### src/rtl/pscr_pkg.sv
package pscr_pkg;
  // Position of each flag in the write word (pair index) and in the flag vector
  typedef enum int unsigned {
    FLG_HALT  = 0,
    FLG_BROKE = 1,
    FLG_IRQ   = 2,
    FLG_SSTEP = 3,
    FLG_IOB   = 4,
    FLG_SIG0  = 5
  } flag_idx_e;

  localparam int unsigned FIXED_FLAGS = 5;

  function automatic logic resolve_pair(input logic cur, input logic clr, input logic set);
    if (clr && !set)      return 1'b0;
    else if (set && !clr) return 1'b1;
    else                  return cur;
  endfunction
endpackage

### src/rtl/scr_wdecode.sv
module scr_wdecode #(
  parameter int unsigned DATA_W = 32,
  parameter int unsigned NFLAG  = 13
) (
  input  logic [DATA_W-1:0] wdata,
  output logic [NFLAG-1:0]  clr_req,
  output logic [NFLAG-1:0]  set_req
);
  import pscr_pkg::*;

  localparam int unsigned USED_W = 2 * NFLAG;

  for (genvar i = 0; i < NFLAG; i++) begin : g_pair
    assign clr_req[i] = wdata[2*i];
    if (i == FLG_BROKE) begin : g_clr_only
      assign set_req[i] = 1'b0;
    end else begin : g_both
      assign set_req[i] = wdata[2*i+1];
    end
  end

  logic unused_bits;
  if (USED_W < DATA_W) begin : g_spare
    assign unused_bits = ^{wdata[DATA_W-1:USED_W], wdata[2*FLG_BROKE+1]};
  end else begin : g_nospare
    assign unused_bits = wdata[2*FLG_BROKE+1];
  end
endmodule

### src/rtl/scr_flag_cell.sv
module scr_flag_cell #(
  parameter logic RST_VAL = 1'b0
) (
  input  logic clk,
  input  logic rst,
  input  logic wr_en,
  input  logic clr_req,
  input  logic set_req,
  input  logic force_set,
  output logic flag_d,
  output logic flag_q
);
  import pscr_pkg::*;

  always_comb begin
    flag_d = flag_q;
    if (wr_en)     flag_d = resolve_pair(flag_q, clr_req, set_req);
    if (force_set) flag_d = 1'b1;
  end

  always_ff @(posedge clk) begin
    if (rst) flag_q <= RST_VAL;
    else     flag_q <= flag_d;
  end
endmodule

### src/rtl/paired_status_reg.sv
module paired_status_reg #(
  parameter int unsigned DATA_W  = 32,
  parameter int unsigned NUM_SIG = 8
) (
  input  logic              clk,
  input  logic              rst,
  input  logic              wr_en_i,
  input  logic [DATA_W-1:0] wdata_i,
  input  logic              brk_i,
  output logic [DATA_W-1:0] status_o,
  output logic              irq_o,
  output logic              check_o
);
  import pscr_pkg::*;

  localparam int unsigned NFLAG  = FIXED_FLAGS + NUM_SIG;
  localparam int unsigned STAT_W = 4 + NUM_SIG;

  logic [NFLAG-1:0] clr_req, set_req, force_set, flag_d, flag_q;
  logic             check_q;

  scr_wdecode #(.DATA_W(DATA_W), .NFLAG(NFLAG)) u_dec (
    .wdata   (wdata_i),
    .clr_req (clr_req),
    .set_req (set_req)
  );

  for (genvar i = 0; i < NFLAG; i++) begin : g_flag
    if (i == FLG_HALT || i == FLG_BROKE) begin : g_brk
      assign force_set[i] = brk_i;
    end else begin : g_nobrk
      assign force_set[i] = 1'b0;
    end
    scr_flag_cell #(.RST_VAL(i == FLG_HALT)) u_cell (
      .clk       (clk),
      .rst       (rst),
      .wr_en     (wr_en_i),
      .clr_req   (clr_req[i]),
      .set_req   (set_req[i]),
      .force_set (force_set[i]),
      .flag_d    (flag_d[i]),
      .flag_q    (flag_q[i])
    );
  end

  always_ff @(posedge clk) begin
    if (rst) check_q <= 1'b0;
    else     check_q <= wr_en_i & (flag_d[FLG_IRQ] | flag_d[FLG_HALT]);
  end

  logic [STAT_W-1:0] stat_pack;
  assign stat_pack = {flag_q[NFLAG-1:FLG_SIG0], flag_q[FLG_IOB], flag_q[FLG_SSTEP],
                      flag_q[FLG_BROKE], flag_q[FLG_HALT]};

  assign status_o = DATA_W'(stat_pack);
  assign irq_o    = flag_q[FLG_IRQ];
  assign check_o  = check_q;
endmodule

### config.mk
export PLATFORM = sky130hd
export DESIGN_NAME = paired_status_reg
export DESIGN_NICKNAME = d
export VERILOG_FILES = /design/src/rtl/pscr_pkg.sv /design/src/rtl/scr_wdecode.sv /design/src/rtl/scr_flag_cell.sv /design/src/rtl/paired_status_reg.sv
export SDC_FILE = /design/constraint.sdc
export NUM_CORES = 1
export LEC_CHECK = 0
export ABC_AREA = 1
export CORE_MARGIN = 8
export CORE_UTILIZATION = 25
export CTS_CLUSTER_DIAMETER = 30
export DETAILED_ROUTE_END_ITERATION = 16
export PLACE_DENSITY = 0.63
export SYNTH_ARGS = -nofsm -noshare
export SYNTH_HDL_FRONTEND = slang
export SYNTH_HIERARCHICAL = 1
export SYNTH_SLANG_ARGS = --single-unit
### constraint.sdc
create_clock -name clk -period 1.05 [get_ports clk]
set_input_delay 0.21 -clock clk [delete_from_list [all_inputs] [get_ports clk]]
set_output_delay 0.21 -clock clk [all_outputs]
set_load 0.05 [all_outputs]
==> summary.txt, run 1 <==
STA
  • Crit share post-route: a little over nine tenths
  • Final min period: 1017 ps
  • Setup violations, final: 0
  • Final Max Slew Viols: 0
  • RSZ-0062 raised after global routing: false
  • Hold Violations, Final: 0
  • Setup TNS after final layout: 0 ps
  • Max Clock Freq: approximately 980 MHz
  • Worst Skew: around 0.53 ps
  • Min Hold Slack: 399.2 ps

Worst setup path
  • Critical Path Source: g_flag[6].u_cell/flag_q
  • Family with the most delay on the worst path: flip-flops
  • Crit-path max cell delay: 400 ps
  • CP endpoint kind: primary output
  • RR Endpoint: check_o
  • Worst r2r src: g_flag[2].u_cell/flag_q
  • Crit path DAT: approximately 800 ps
  • Setup crit start kind: register
  • Crit-path slowest cell: dfxtp_1
  • Worst path bufs/invs: 1
  • Crit-path cells: buf_12
  • Worst R2R Setup Slack: between 200 and 250 ps
  • Crit Path Category: reg2out
  • FF-to-FF path depth: 6
  • Critical path fanouts, max: 3
  • CP Data Required Time: between 800 and 900 ps

Pwr
  • Power per cell area: between 1000 and 1500 nW/um^2
  • Worst vdd ir: approximately 0.43 mV
  • Sw Share: between 30% and 40%
  • Pint: between 1000 and 1500 uW
  • Reg power frac: between 30% and 40%
  • Clock share of power: 24.3%
  • Lkg Pwr: a little over 0.0009 uW
  • Final Power: roughly 1800 uW
  • Combinational Power Share: ~42%
  • Sw power: roughly 700 uW

Floorplanning
  • Die width: 85.25 microns
  • Site row count: 25
  • Ports: 70
  • Height of the die: around 85 microns
  • Core area: about 4700 sq um
  • Initial Utilization: ~26%
  • Full die area: between 7000 and 8000 sq um

Clocking
  • CTS root buf: clkbuf_8
  • CTS tree: yes
  • Total CTS buffers: 3
  • Reg clk slew, reported paths: around 60 ps
  • Clock Sinks: 14
  • Post-CTS setup buffer count: 0
  • Worst skew pair latency: around 240 ps
  • H-tree Lvls: 1
  • Clk buf depth: 2

Placed design
  • Placer Congestion: around 0.66
  • Placement Cell Area: between 1500 and 2000 sq um
  • Dpl hpwl: around 2.1 mm
  • Port Buffers: 42

Route
  • Drt initial violations: 14
  • Vias per cell: between 3 and 4
  • Via count: 1,033
  • # DRC: 0
  • DRT Wirelength: roughly 2.4 mm
  • Routed WL per cell: around 8.2 microns
  • DR pass1 iterations: 4
  • Post-DRT Antenna Nets: 0

Logic synthesis
  • Mean Syn Cell Area: about 5.7 sq um
  • Yosys Warn Count: 6
  • Syn Inst Count: 211
  • Mapped Area: 1199 sq um

GRT
  • Antenna violations before repair: 0
  • First-pass GRT wire length: 4.305 mm
  • Largest net degree at the start of global routing: 14
  • GRT overflow: 0
  • Gr usage total: ~7.0%
  • Vias in the first global route: between 1,000 and 1,500

Finish
  • Layout Nets: ~280
  • Area taken by multi-input logic gates: ~530 sq um
  • Share of layout cells above drive strength 1: between 10 and 15%
  • Diodes inserted: 0
  • Fin area: approximately 1700 sq um
  • Filler cells: roughly 520
  • FF+latch area: 285.3 sq um
  • Area grow syn2layout: 39.98%

Hold path
  • Hold Path Sink: g_flag[2].u_cell/flag_q
  • Critical hold path startpoint: wdata_i[5]
  • Hold path depth: 5
  • Hold Path Class: in2reg

Status
  • Status: finished, final reports clean

Run
  • Max-Cap Viols: 0
## per-layer routing
metal  up-vias  GRT usage, %  part of all wire, %
met4         0         1.456                 0.29
met5         -             0                    0
li1        579             -                    -
met2        40         11.93                   44
met1       412         7.778                   45
met3         2         3.282                   11
## power groups by stage
stage	sequential [uW]	clock (uW)	combinational, uW
2_1_floorplan	749	0	428
3_3_place_gp	635	0	754
3_5_place_dp	634	0	758
4_1_cts	624	466	760
5_1_grt	629	486	822
6_report	624	443	756
## per-stage QoR
stage / worst slack [ps] / util, % / instances
floorplan: 80.52 / - / 241
global placement: -351.7 / 34.90 / 295
detailed placement: -383.4 / 34.90 / 295
CTS: 22.57 / 35.84 / 298
global route: 2.983 / 36.00 / 298
finish: 32.73 / 36.00 / 298
## registers in the layout, summed over array words and instances (netlist names)
register / flops
check_o: 1
g_flag.u_cell/flag_q: 13
## what timing repair did
action / in CTS / in global routing
gates resized for setup: 2 / 4
hold buffers: 0 / 0
setup endpoints to repair: 12 / 3
pin swaps: 0 / 1
## tightest hold or removal path: stages
cell,delay (ps)
dlymetal6s2s_1,100
nor2_1,50
nor2_1,120
nor2_2,50
nor2_1,70
## worst max path at each step
stage	endpoint	slack, ps	cells past startpoint
finish	status_o[5]	30	1
global route	status_o[5]	3	1
CTS	status_o[5]	20	1
detailed placement	g_flag[7].u_cell/flag_q	-380	7
global placement	g_flag[7].u_cell/flag_q	-350	7
floorplan	g_flag[10].u_cell/flag_q	80	4
## area by class of cell
type | instances | share of cell area [%]
Multi-Input combinational cell | 138 | 31.39
Inverter | 43 | 9.620
Tap cell | 54 | 4.027
Sequential cell | 14 | 17.00
Clock buffer | 3 | 2.461
Timing Repair Buffer | 46 | 35.50
## cell usage in the layout, fill, tap and decap left out
cell / count
inv_1: 43
nand3_1: 1
clkbuf_8: 3
buf_4: 3
buf_12: 14
clkdlybuf4s50_1: 26
nor2_2: 2
dlymetal6s2s_1: 1
dfxtp_2: 4
nor2_1: 49
buf_6: 1
nand2_1: 53
dfxtp_1: 10
conb_1: 32
nand4_1: 1
dlygate4sd2_1: 1
No activity file was read; power rests on OpenSTA's default activity.
==> run 2, diff against run 1 <==
--- a/config.mk
+++ b/config.mk
@@ -6,6 +6,7 @@
 export NUM_CORES = 1
 export LEC_CHECK = 0
 export ABC_AREA = 1
+export CAP_MARGIN = 15
 export CORE_MARGIN = 8
 export CORE_UTILIZATION = 25
 export CTS_CLUSTER_DIAMETER = 30
==> results of run 2 <==
Same layout as run 1: the final DEF is identical, and so are final timing and power.
